`src/rtl/rx_strobe_pkg.sv`:
```
package rx_strobe_pkg;

    localparam int unsigned RXS_MIN_DIV = 2;

    typedef enum logic [0:0] {
        SEARCH_EDGE = 1'b0,
        LOCKED      = 1'b1
    } lock_state_e;

endpackage

```
`src/rtl/rx_edge_sync.sv`:
```
module rx_edge_sync #(
    parameter int unsigned STAGES = 2
) (
    input  logic clk_i,
    input  logic rst_ni,
    input  logic din_i,
    output logic level_o,
    output logic fall_o
);
    // pipe[STAGES-1] is the synchronized level; pipe[STAGES] is its previous value
    localparam int unsigned PIPE_W = STAGES + 1;

    typedef struct packed {
        logic [PIPE_W-1:0] pipe;
    } sync_reg_t;

    sync_reg_t s_d, s_q;

    always_comb begin
        s_d      = s_q;
        s_d.pipe = {s_q.pipe[PIPE_W-2:0], din_i};
    end

    always_ff @(posedge clk_i or negedge rst_ni) begin
        if (!rst_ni) begin
            s_q <= '0;
        end else begin
            s_q <= s_d;
        end
    end

    assign level_o = s_q.pipe[STAGES-1];
    assign fall_o  = s_q.pipe[STAGES] & ~s_q.pipe[STAGES-1];

endmodule

```
`src/rtl/rx_phase_divider.sv`:
```
module rx_phase_divider
    import rx_strobe_pkg::*;
#(
    parameter int unsigned DIV_W   = 8,
    parameter int unsigned PHASE_W = 8
) (
    input  logic               clk_i,
    input  logic               rst_ni,
    input  logic               frame_act_i,
    input  logic               fall_i,
    input  logic [DIV_W-1:0]   div_i,
    input  logic [PHASE_W-1:0] phase_i,
    output logic               tick_pre_o,
    output logic               tick_o
);
    localparam int unsigned CNT_W = ((DIV_W > PHASE_W) ? DIV_W : PHASE_W) + 1;

    typedef struct packed {
        lock_state_e       state;
        logic [CNT_W-1:0]  cnt;
        logic              tick;
    } div_reg_t;

    div_reg_t r_d, r_q;

    logic [CNT_W-1:0] div_eff;
    logic [CNT_W-1:0] phase_ext;
    logic [CNT_W-1:0] first_load;

    always_comb begin
        div_eff    = (div_i < DIV_W'(RXS_MIN_DIV)) ? CNT_W'(RXS_MIN_DIV) : CNT_W'(div_i);
        phase_ext  = CNT_W'(phase_i);
        // countdown reaches 1 after load-1 cycles; strobe is registered one cycle later
        first_load = div_eff + phase_ext - CNT_W'(1);
    end

    always_comb begin
        r_d      = r_q;
        r_d.tick = 1'b0;
        if (!frame_act_i) begin
            r_d.state = SEARCH_EDGE;
            r_d.cnt   = '0;
        end else begin
            unique case (r_q.state)
                SEARCH_EDGE: begin
                    if (fall_i) begin
                        r_d.state = LOCKED;
                        r_d.cnt   = first_load;
                    end
                end
                LOCKED: begin
                    if (r_q.cnt == CNT_W'(1)) begin
                        r_d.tick = 1'b1;
                        r_d.cnt  = div_eff;
                    end else begin
                        r_d.cnt  = r_q.cnt - CNT_W'(1);
                    end
                end
                default: begin
                    r_d.state = SEARCH_EDGE;
                end
            endcase
        end
    end

    always_ff @(posedge clk_i or negedge rst_ni) begin
        if (!rst_ni) begin
            r_q.state <= SEARCH_EDGE;
            r_q.cnt   <= '0;
            r_q.tick  <= 1'b0;
        end else begin
            r_q <= r_d;
        end
    end

    assign tick_pre_o = r_d.tick;
    assign tick_o     = r_q.tick;

endmodule

```
`src/rtl/rx_sample_latch.sv`:
```
module rx_sample_latch #(
    parameter int unsigned THR_W = 7
) (
    input  logic             clk_i,
    input  logic             rst_ni,
    input  logic             tick_pre_i,
    input  logic             level_i,
    input  logic [THR_W-1:0] thr_i,
    output logic             data_o,
    output logic [THR_W-1:0] thr_o
);
    typedef struct packed {
        logic             data;
        logic [THR_W-1:0] thr;
    } smp_reg_t;

    smp_reg_t m_d, m_q;

    always_comb begin
        m_d     = m_q;
        m_d.thr = thr_i;
        if (tick_pre_i) begin
            m_d.data = level_i;
        end
    end

    always_ff @(posedge clk_i or negedge rst_ni) begin
        if (!rst_ni) begin
            m_q <= '0;
        end else begin
            m_q <= m_d;
        end
    end

    assign data_o = m_q.data;
    assign thr_o  = m_q.thr;

endmodule

```
`src/rtl/rx_strobe_gen.sv`:
```
module rx_strobe_gen #(
    parameter int unsigned DIV_W       = 8,
    parameter int unsigned PHASE_W     = 8,
    parameter int unsigned THR_W       = 7,
    parameter int unsigned SYNC_STAGES = 2
) (
    input  logic               clk_i,
    input  logic               rst_ni,
    input  logic               cmp_bit_i,
    input  logic               frame_act_i,
    input  logic [DIV_W-1:0]   div_ratio_i,
    input  logic [PHASE_W-1:0] phase_ofs_i,
    input  logic [THR_W-1:0]   thr_level_i,
    output logic               strobe_o,
    output logic               data_o,
    output logic [THR_W-1:0]   thr_level_o
);
    logic cmp_level;
    logic cmp_fall;
    logic tick_pre;

    rx_edge_sync #(
        .STAGES (SYNC_STAGES)
    ) u_sync (
        .clk_i   (clk_i),
        .rst_ni  (rst_ni),
        .din_i   (cmp_bit_i),
        .level_o (cmp_level),
        .fall_o  (cmp_fall)
    );

    rx_phase_divider #(
        .DIV_W   (DIV_W),
        .PHASE_W (PHASE_W)
    ) u_div (
        .clk_i       (clk_i),
        .rst_ni      (rst_ni),
        .frame_act_i (frame_act_i),
        .fall_i      (cmp_fall),
        .div_i       (div_ratio_i),
        .phase_i     (phase_ofs_i),
        .tick_pre_o  (tick_pre),
        .tick_o      (strobe_o)
    );

    rx_sample_latch #(
        .THR_W (THR_W)
    ) u_smp (
        .clk_i      (clk_i),
        .rst_ni     (rst_ni),
        .tick_pre_i (tick_pre),
        .level_i    (cmp_level),
        .thr_i      (thr_level_i),
        .data_o     (data_o),
        .thr_o      (thr_level_o)
    );

endmodule

```
`config.mk`:
```
export PLATFORM = sky130hd
export DESIGN_NAME = rx_strobe_gen
export DESIGN_NICKNAME = d
export VERILOG_FILES = /design/src/rtl/rx_strobe_pkg.sv /design/src/rtl/rx_edge_sync.sv /design/src/rtl/rx_phase_divider.sv /design/src/rtl/rx_sample_latch.sv /design/src/rtl/rx_strobe_gen.sv
export SDC_FILE = /design/constraint.sdc
export NUM_CORES = 1
export LEC_CHECK = 0
export BUFFER_PORTS_ARGS = -buffer_cell sky130_fd_sc_hd__buf_2
export CORE_ASPECT_RATIO = 0.7
export CORE_MARGIN = 4
export CORE_UTILIZATION = 45
export CTS_CLUSTER_DIAMETER = 60
export DETAILED_ROUTE_END_ITERATION = 8
export PLACE_DENSITY = 0.65
export RECOVER_POWER = 25
export SETUP_SLACK_MARGIN = 0.02
export SLEW_MARGIN = 20
export SYNTH_ARGS = -nofsm -noshare
export SYNTH_HDL_FRONTEND = slang
export SYNTH_SLANG_ARGS = --single-unit
```
`constraint.sdc`:
```
create_clock -name clk_i -period 1.8 [get_ports clk_i]
set_input_delay 0.36 -clock clk_i [delete_from_list [all_inputs] [get_ports clk_i]]
set_output_delay 0.36 -clock clk_i [all_outputs]
set_load 0.005 [all_outputs]
```
* Word level (Yosys, flattened, before mapping)
Cells that the tools add are included.
** Word-level totals
- Logic and storage cells :: 24
- Input bits :: 27
- Bits in registers :: 22
- Output and inout port bits :: 9
** Operators by class
- Bitwise gates (word level) :: 3
- Equal/unequal tests :: 2
- Magnitude comparators :: 1
- Add/subtract/negate cells :: 3
- Mux-type cells :: 9
** Operator list (count)
- 10-bit two-way mux :: 2
- 9-bit case mux with 2 select lines :: 1
- 9-bit by 1-bit subtractor with 9-bit output, second input constant :: 2
- 9-bit by 8-bit adder with 9-bit output :: 1
- 9-bit by 1-bit == test with 1-bit output, second input constant :: 1
- 9-bit two-way mux :: 1
- 8-bit by 2-bit < comparator with 1-bit output, second input constant :: 1
- 8-bit two-way mux :: 1
- 1-bit two-way mux :: 4
- 3-bit != test, second input constant :: 1
- 1-bit inverter :: 2
- 1-bit AND :: 1

* Longest topological paths before layout
Gate-level depths: netlist (run 1).
- Word-level depth :: 7
- Gate-level depth with buffers :: 12
- Depth with buffers taken out :: 12

* Cells and area by module
Synthesis (run 1) repeated with hierarchy kept, for this count alone.
** Unflattened totals
- Cells, all modules :: 186
- Area, all modules :: 1595.3 um^2
** By module, submodules not included
- rx_phase_divider :: sequential area each 275.3 um^2, cells each 173, times used 1, area an instance 1291.2 um^2
- rx_sample_latch :: sequential area each 200.2 um^2, cells each 9, times used 1, area an instance 215.2 um^2
- rx_edge_sync :: sequential area each 75.1 um^2, cells each 4, times used 1, area an instance 88.8 um^2

* Worst setup path after synthesis (run 1)
OpenSTA, ideal clock, no wires.
- Path kind :: in2reg
- Start :: input div_ratio_i[7]
- End :: register u_div.r_q[8] (netlist name)
- Arrival time :: 2699 ps
- Cell stages on the path :: 11
- Setup time :: 99 ps
- Setup slack :: -999 ps
- Data required time :: 1701 ps
- Path buffers :: 0
- Path through :: nor4_1 > a21oi_1 > ha_1 > inv_1 > ha_1 > fa_1 > a21o_1 > a211oi_1 > nor2_1 > mux2_4 > a311oi_1
** Between the ends
- Word-level cells in the longest chain between the ends :: 7
- Elaborated cells on any way between the ends :: 8
- Classes of those cells :: 2 x add/sub; 1 x order compare; 5 x mux
** Ends and longest elaborated chain
- start: declaration :: RTL line rx_strobe_gen.sv:11 : input logic [DIV_W-1:0] div_ratio_i,
- 8-bit by 2-bit < comparator with 1-bit output :: RTL line rx_phase_divider.sv:31 : div_eff = (div_i < DIV_W'(RXS_MIN_DIV)) ? CNT_W'(RXS_MIN_DIV) : CNT_W'(div_i);
- 8-bit two-way mux (*) :: RTL line rx_phase_divider.sv:31
- 9-bit by 8-bit adder with 9-bit output :: RTL line rx_phase_divider.sv:34 : first_load = div_eff + phase_ext - CNT_W'(1);
- 9-bit by 1-bit subtractor with 9-bit output :: RTL line rx_phase_divider.sv:34
- 10-bit two-way mux :: RTL line rx_phase_divider.sv:46 : if (fall_i) begin
- 9-bit case mux with 2 select lines (*) :: RTL line rx_phase_divider.sv:44 : unique case (r_q.state)
- 10-bit two-way mux (*) :: RTL line rx_phase_divider.sv:40 : if (!frame_act_i) begin
- end signal: assignment :: RTL line rx_phase_divider.sv:72 : r_q <= r_d;
- end: declaration :: RTL line rx_phase_divider.sv:24 : div_reg_t r_d, r_q;
Mark *: on every way between the ends. The rest lies on a longest branch, timed or not. The select of a mux whose other input is x is not followed.
A chain may end at the register's enable or synchronous reset.

* Final worst setup path (run 1)
- Start :: input div_ratio_i[6]
- End :: register u_div.r_q[8] (netlist name)
The elaborated chain is that of the path after synthesis.

==> flow_metrics.tcl, run 1 <==
set metrics [dict create \
    clock_latency_ps 260 \
    final_cells 285 \
    regToRegSetupSlack_ps 90 \
    path_buf_inv 2 \
    clkSinkCount 22 \
    vias_per_cell 5.38 \
    final.period_utilization_pct 147 \
    place_area_um2 2010 \
    rows 17 \
    final_area_um2 2210 \
    crit_type "in -> reg" \
    fmax_mhz 379 \
    fin_skew_ps 3.24 \
    finalSetupViolations 7 \
    syn-cell-area_um2 1610 \
    dpl.cell_count 276 \
    track_usage_pct 18.5 \
    cp-end-kind "flip-flop" \
    place_congestion 0.851 \
    multi_input_area_um2 1030 \
    dieArea_um2 4620 \
    reg2regPathDepth 6 \
    async_flop_share_pct 100 \
    wirelength_um 4060 \
    synth_edf_count 0 \
    grt_max_degree 23 \
    ys_seq_elements 22 \
    io_buffers 35 \
    hold_violations 0 \
    seqCellArea_um2 551 \
    ys_types 44 \
    cts_tree "built" \
    yosys_warnings 0 \
    outcome "finished with violations" \
    timing.hold.ws_ps 200 \
    period_needed_ps 2640 \
    maxSlewViolCount 0 \
    synthFlopType "dfrtp_1" \
    synthesis.nets 223 \
    die_y_um 58.1 \
    arrival_ps 2810 \
    vias 1532 \
    synth_common_cells "inv_1, dfrtp_1, ha_1" \
    cp-start-kind "primary input" \
    antenna_cells 0 \
    wl_per_cell_um 14.2 \
    crit_chain "buf_6, nor4_4, nand2_1, o21ai_2, ha_2, inv_2, ha_4, fa_2, a21o_1, a211oi_2, nor2_1, mux2_4, a311oi_2" \
    ctsHtreeMaxLevel 1 \
    path_clk_slew_ps 80 \
    violations "setup timing" \
    vdd_ir_drop_max_v 0.000538 \
    die_w_um 79.6 \
    worstPathMaxFanout 2 \
    avgSynthCellArea_um2 9.06 \
    ioPinCount 36 \
    cts_max_path_buffers 2 \
    rsz0062_at_grt "true" \
    initial_utilization_pct 48.9 \
    grt-ovfl-total 0 \
    synth_top_cell_area_share_pct 34.1 \
    cts_hold_buf 0 \
    synthCells 178 \
    fillers 289 \
    grt_pass1_vias 1454 \
    antenna_found_initial 0 \
    post-dp-hpwl_um 3180 \
    dr.pass1.iters 4 \
    postLayoutCoreUtil_pct 67.1 \
    grt_first_pass_wirelength_um 6700 \
    core_area_um2 3300 \
    max-cap-violations 0 \
    synth_top_area_cell "dfrtp_1" \
    fin_ws_ps -838 \
    relSlewSlack_pct 23.3 \
    drive_gt1_share_pct 36.1 \
    reg2reg_to "u_div.r_q[3]" \
    pre_cts_slack_ps -1190 \
    hold_depth 1 \
    critPathSlowestCell "nor4_4" \
    final_net_count 284 \
    cts_root_buf "clkbuf_8" \
    min_to "u_smp.thr_o[3]" \
    hp-start "thr_level_i[3]" \
    cts_buffers 3 \
    tightest_slew_ps 1150 \
    drc 0 \
    yosysSeqAreaShare_pct 34.1 \
    postRouteAntennaNets 0 \
    area.growth.synth_to_final_pct 37.2 \
    synth.most_common_cell "inv_1" \
    hold_class "in -> reg" \
    required_ps 1970 \
    synthTopCellsByArea "dfrtp_1, ha_1, inv_1, o211ai_1, nor2_1" \
    cp_top_family "compound AO/OA/AOI/OAI gates" \
    power-per-cell-area_nw_per_um2 724 \
    timing.rr.start "u_div.r_q[2]" \
    drt_iter0_markers 95 \
    leakage_nw 1.16 \
    crit_path_max_incr_delay_ps 340 \
]
## where the power goes
part | total (W) | leakage (nW) | switching (W) | internal, W
sequential | 0.000576 | 0.277 | 0.0000380 | 0.000538
clock | 0.000348 | 0.0288 | 0.000153 | 0.000195
combinational | 0.000678 | 0.856 | 0.000342 | 0.000336
total | 0.00160 | 1.16 | 0.000533 | 0.00107
## worst register-to-register path: stages (launching register included)
cell      delay (ps)
dfrtp_1          400
inv_1            100
ha_2             260
nand4b_4         270
o311ai_4         310
o21bai_1         100
a21o_1           180
## layout make-up
cell class	count	area share (%)
Multi-Input combinational cell	119	46.8
Sequential cell	22	24.9
Timing Repair Buffer	61	17.8
Inverter	32	5.43
Tap cell	47	2.66
Clock buffer	4	2.49
## cell usage in the layout, fill, tap and decap left out, drive strengths merged, types with 3 or more instances in the layout
master and n:
nand3 3, o211ai 6, nor2 11, xor2 4, inv 32, a31oi 3
ha 17, clkbuf 5, nor3 5, buf 60, dfrtp 22, a21o 5
a21oi 8, nand2 10, and3 4, mux2 3, a211oi 3, nand2b 3
xnor2 3, o21ai 8
## sequential cells by signal, summed over array words and instances, names as in the netlist
signal        flops
u_div.tick_o      1
u_smp.thr_o       7
u_smp.data_o      1
u_sync.s_q        3
u_div.r_q        10
## kinds of logic (layout without fill, tap and decap cells)
family                     Yosys count  after routing  synth area share (%)
and+or+nand+nor                     45             45                  15.8
AOI/OAI and AO/OA                   44             44                  19.1
buffers and inverters               37             97                  9.15
DFF                                 22             22                  34.1
adders and majority gates           18             18                  14.4
xor gates and xnor gates             7              7                  3.80
muxes                                5              5                  3.57
## worst max-delay path by stage
stage / end / start / slack (ps) / cells past startpoint
floorplan: u_div.r_q[8] / div_ratio_i[7] / -840 / 11
global placement: u_div.r_q[8] / div_ratio_i[7] / -1130 / 13
detailed placement: u_div.r_q[8] / div_ratio_i[7] / -1190 / 13
CTS: u_div.r_q[8] / div_ratio_i[4] / -860 / 13
global route: u_div.r_q[8] / div_ratio_i[6] / -1030 / 13
finish: u_div.r_q[8] / div_ratio_i[6] / -840 / 13
## repair_timing
| item | CTS | global route |
|---|---|---|
| resized for setup | 17 | 7 |
| setup buffers | 4 | 2 |
| pin swaps | 18 | 14 |
| setup endpoints to repair | 7 | 9 |
## routing by layer
layer | global-route usage [%] | share of wire, % | wire length [um] | up-vias
li1 | - | - | - | 737
met1 | 24.1 | 42 | 1700 | 746
met2 | 32.0 | 51 | 2080 | 45
met3 | 4.97 | 6.1 | 247 | 4
met4 | 2.21 | 0.84 | 34 | 0
met5 | 0 | 0 | 0 | -
## metrics by stage
step	setup TNS, ps	power, W
3_5_place_dp	-5860	0.00116
5_1_grt	-4630	0.00171
2_1_floorplan	-2820	0.000955
3_3_place_gp	-5370	0.00114
6_report	-3700	0.00160
4_1_cts	-3700	0.00157
Power figures use the tool's default switching activity.
==> run 2: changes to the inputs <==
--- a/config.mk
+++ b/config.mk
@@ -5,13 +5,14 @@
 export SDC_FILE = /design/constraint.sdc
 export NUM_CORES = 1
 export LEC_CHECK = 0
+export ABC_AREA = 1
 export BUFFER_PORTS_ARGS = -buffer_cell sky130_fd_sc_hd__buf_2
 export CORE_ASPECT_RATIO = 0.7
 export CORE_MARGIN = 4
-export CORE_UTILIZATION = 45
+export CORE_UTILIZATION = 55
 export CTS_CLUSTER_DIAMETER = 60
 export DETAILED_ROUTE_END_ITERATION = 8
-export PLACE_DENSITY = 0.65
+export PLACE_DENSITY = 0.77
 export RECOVER_POWER = 25
 export SETUP_SLACK_MARGIN = 0.02
 export SLEW_MARGIN = 20
==> run 2 against run 1 <==
The flow still finishes with violations (setup timing). Non-clock buffer count increased by 4. Worst hold slack improved by 7.7 ps. Sequential power fell by 4.3%. Sequential cell count is the same. Critical path depth rose by 3. Count of clock-buffer cells in the layout is 1 lower. First-iteration DRC count increased by 3.2%.
==> flow_metrics.tcl, run 2 <==
set metrics [dict create \
    outcome "finished with violations" \
    violations "setup timing" \
    ctsHtreeMaxLevel 1 \
    top_register "u_div.r_q" \
    final.period_utilization_pct 116 \
    vdd_ir_drop_max_v 0.000568 \
    antenna_cells 0 \
    cts_buffers 3 \
    clock_latency_ps 250 \
    cts_hold_buf 0 \
    synth.most_common_cell "nand2_1" \
    io_buffers 35 \
    synth_edf_count 0 \
    dieArea_um2 4090 \
    final_common_cell "nand2_1" \
    finalSetupViolations 7 \
    crit_type "in -> reg" \
    dr.pass1.iters 4 \
    synth_top_area_cell "dfrtp_1" \
    post-dp-hpwl_um 3290 \
    synth_top_cell_area_share_pct 32.1 \
    leakage_nw 1.38 \
    ioPinCount 36 \
    power-per-cell-area_nw_per_um2 616 \
    synthTopCellsByArea "dfrtp_1, nand2_1, inv_1, ha_1, nand3_1" \
    maxSlewViolCount 0 \
    finalPower_w 0.00141 \
    rows 16 \
    wirelength_um 4150 \
    relSlewSlack_pct 26.3 \
    die_w_um 74.8 \
    final_net_count 359 \
    yosysSeqAreaShare_pct 32.1 \
    rsz0062_at_grt "true" \
    fin_skew_ps 3.51 \
    synthFlopType "dfrtp_1" \
    worstPathMaxFanout 4 \
    largest_reg_flops 10 \
    ys_types 23 \
    max-cap-violations 0 \
    cts_max_path_buffers 2 \
    grt-ovfl-total 0 \
    tightest_slew_ps 1110 \
    clkSinkCount 22 \
    postRouteAntennaNets 0 \
    drt_iter0_markers 98 \
    antenna_found_initial 0 \
    initial_utilization_pct 59.5 \
    grt_pass1_vias 1588 \
    arrival_ps 2280 \
    cts_tree "built" \
    path_clk_slew_ps 70 \
    cp-end-kind "flip-flop" \
    period_needed_ps 2090 \
    place_congestion 0.841 \
    synthesis.nets 290 \
    syn-cell-area_um2 1720 \
    most-common-layout-cells "nand2_1, inv_1, buf_2" \
    timing.hold.ws_ps 208 \
    synth_common_cells "nand2_1, inv_1, dfrtp_1" \
    required_ps 2000 \
    vias_per_cell 4.94 \
    hold_class "in -> reg" \
    core_area_um2 2880 \
    wl_per_cell_um 11.9 \
    track_usage_pct 22.0 \
    area.growth.synth_to_final_pct 33.4 \
    avgSynthCellArea_um2 7.01 \
    ys_seq_elements 22 \
    hold_violations 0 \
    die_y_um 54.7 \
    drc 0 \
    vias 1719 \
    cp-start-kind "primary input" \
    grt_max_degree 23 \
    fin_ws_ps -287 \
    grt_first_pass_wirelength_um 6810 \
    drive_gt1_share_pct 32.7 \
    yosys_warnings 0 \
    async_flop_share_pct 100 \
    fmax_mhz 479 \
    cts_root_buf "clkbuf_8" \
    synthCells 245 \
]
run 2: changes by cell type after synthesis, sizes merged, moves of 5 or more:
cell | previous run | this run
inv | 32 | 59
nand2 | 10 | 76
o21ai | 8 | 13
o211ai | 6 | 1
a21o | 5 | 0
nor2 | 11 | 18
nor3 | 5 | 0
nand3 | 3 | 19
run 2: cell type report:
| type | count | area [um2] |
|---|---|---|
| Tap cell | 36 | 45.0 |
| Inverter | 60 | 236 |
| Timing Repair Buffer | 65 | 428 |
| Sequential cell | 22 | 551 |
| Multi-Input combinational cell | 162 | 988 |
| Clock buffer | 3 | 41.3 |
| Fill cell | 206 | 593 |
run 2: final timing paths:
kind	startpoint	end	slack [ps]	cells after the start
setup / recovery	div_ratio_i[6]	u_div.r_q[6]	-290	16
hold / removal	thr_level_i[4]	u_smp.thr_o[4]	210	1
setup reg to reg	u_div.r_q[1]	u_div.r_q[7]	250	11
hold reg to reg	u_sync.s_q[0]	u_sync.s_q[1]	350	0
max in group asynchronous	rst_ni	u_div.tick_o	850	1
min in group asynchronous	rst_ni	u_smp.thr_o[4]	290	1
run 2: critical path, cell delays in order:
cell and delay, ps:
buf_6 100, inv_4 50, nand4_1 150, nor2_1 160
nor2_1 80, ha_1 290, inv_2 40, ha_4 150
fa_2 370, nand2_1 100, nand2_1 70, nand2_1 60
nand2_1 50, o21ai_1 110, nand3_1 80, nand2_1 60
run 2: where the power goes:
| part | total, W | switching (W) | internal (W) |
|---|---|---|---|
| Sequential | 0.000551 | 0.0000254 | 0.000526 |
| Combinational | 0.000573 | 0.000321 | 0.000252 |
| Clock | 0.000287 | 0.000138 | 0.000149 |
| Total | 0.00141 | 0.000484 | 0.000927 |
run 2: logic make-up after synthesis:
kind of cell               after synthesis  synth area share (%)
AOI/OAI and AO/OA                       20                  5.98
xor gates and xnor gates                 1                 0.510
adders and majority gates               18                  13.6
buffers and inverters                   61                  13.6
DFF                                     22                  32.1
and+or+nand+nor                        123                  34.3
run 2: through the flow:
step / util [%] / setup slack [ps] / area [um2] / TNS [ps] / cells
finish: 79.4 / -287 / 2290 / -1690 / 348
global route: 79.4 / -482 / 2290 / -2880 / 348
CTS: 78.8 / -219 / 2270 / -1170 / 349
detailed placement: 72.5 / -576 / 2090 / -3350 / 334
global placement: 72.5 / -519 / 2090 / -2890 / 334
floorplan: - / -229 / 1730 / -813 / 245
run 2: per-layer routing:
metal	vias up	share of wire [%]	GRT usage, %
met5	-	0	0
li1	885	-	-
met3	4	8.0	3.85
met4	0	0.53	3.55
met1	775	46	31.2
met2	55	45	35.9
run 2: what timing repair did:
action,in CTS,in global routing
buffers inserted,12,3
endpoints found under the setup margin,7,8
cloned,0,0
pin swaps,10,12
gates resized for setup,14,7
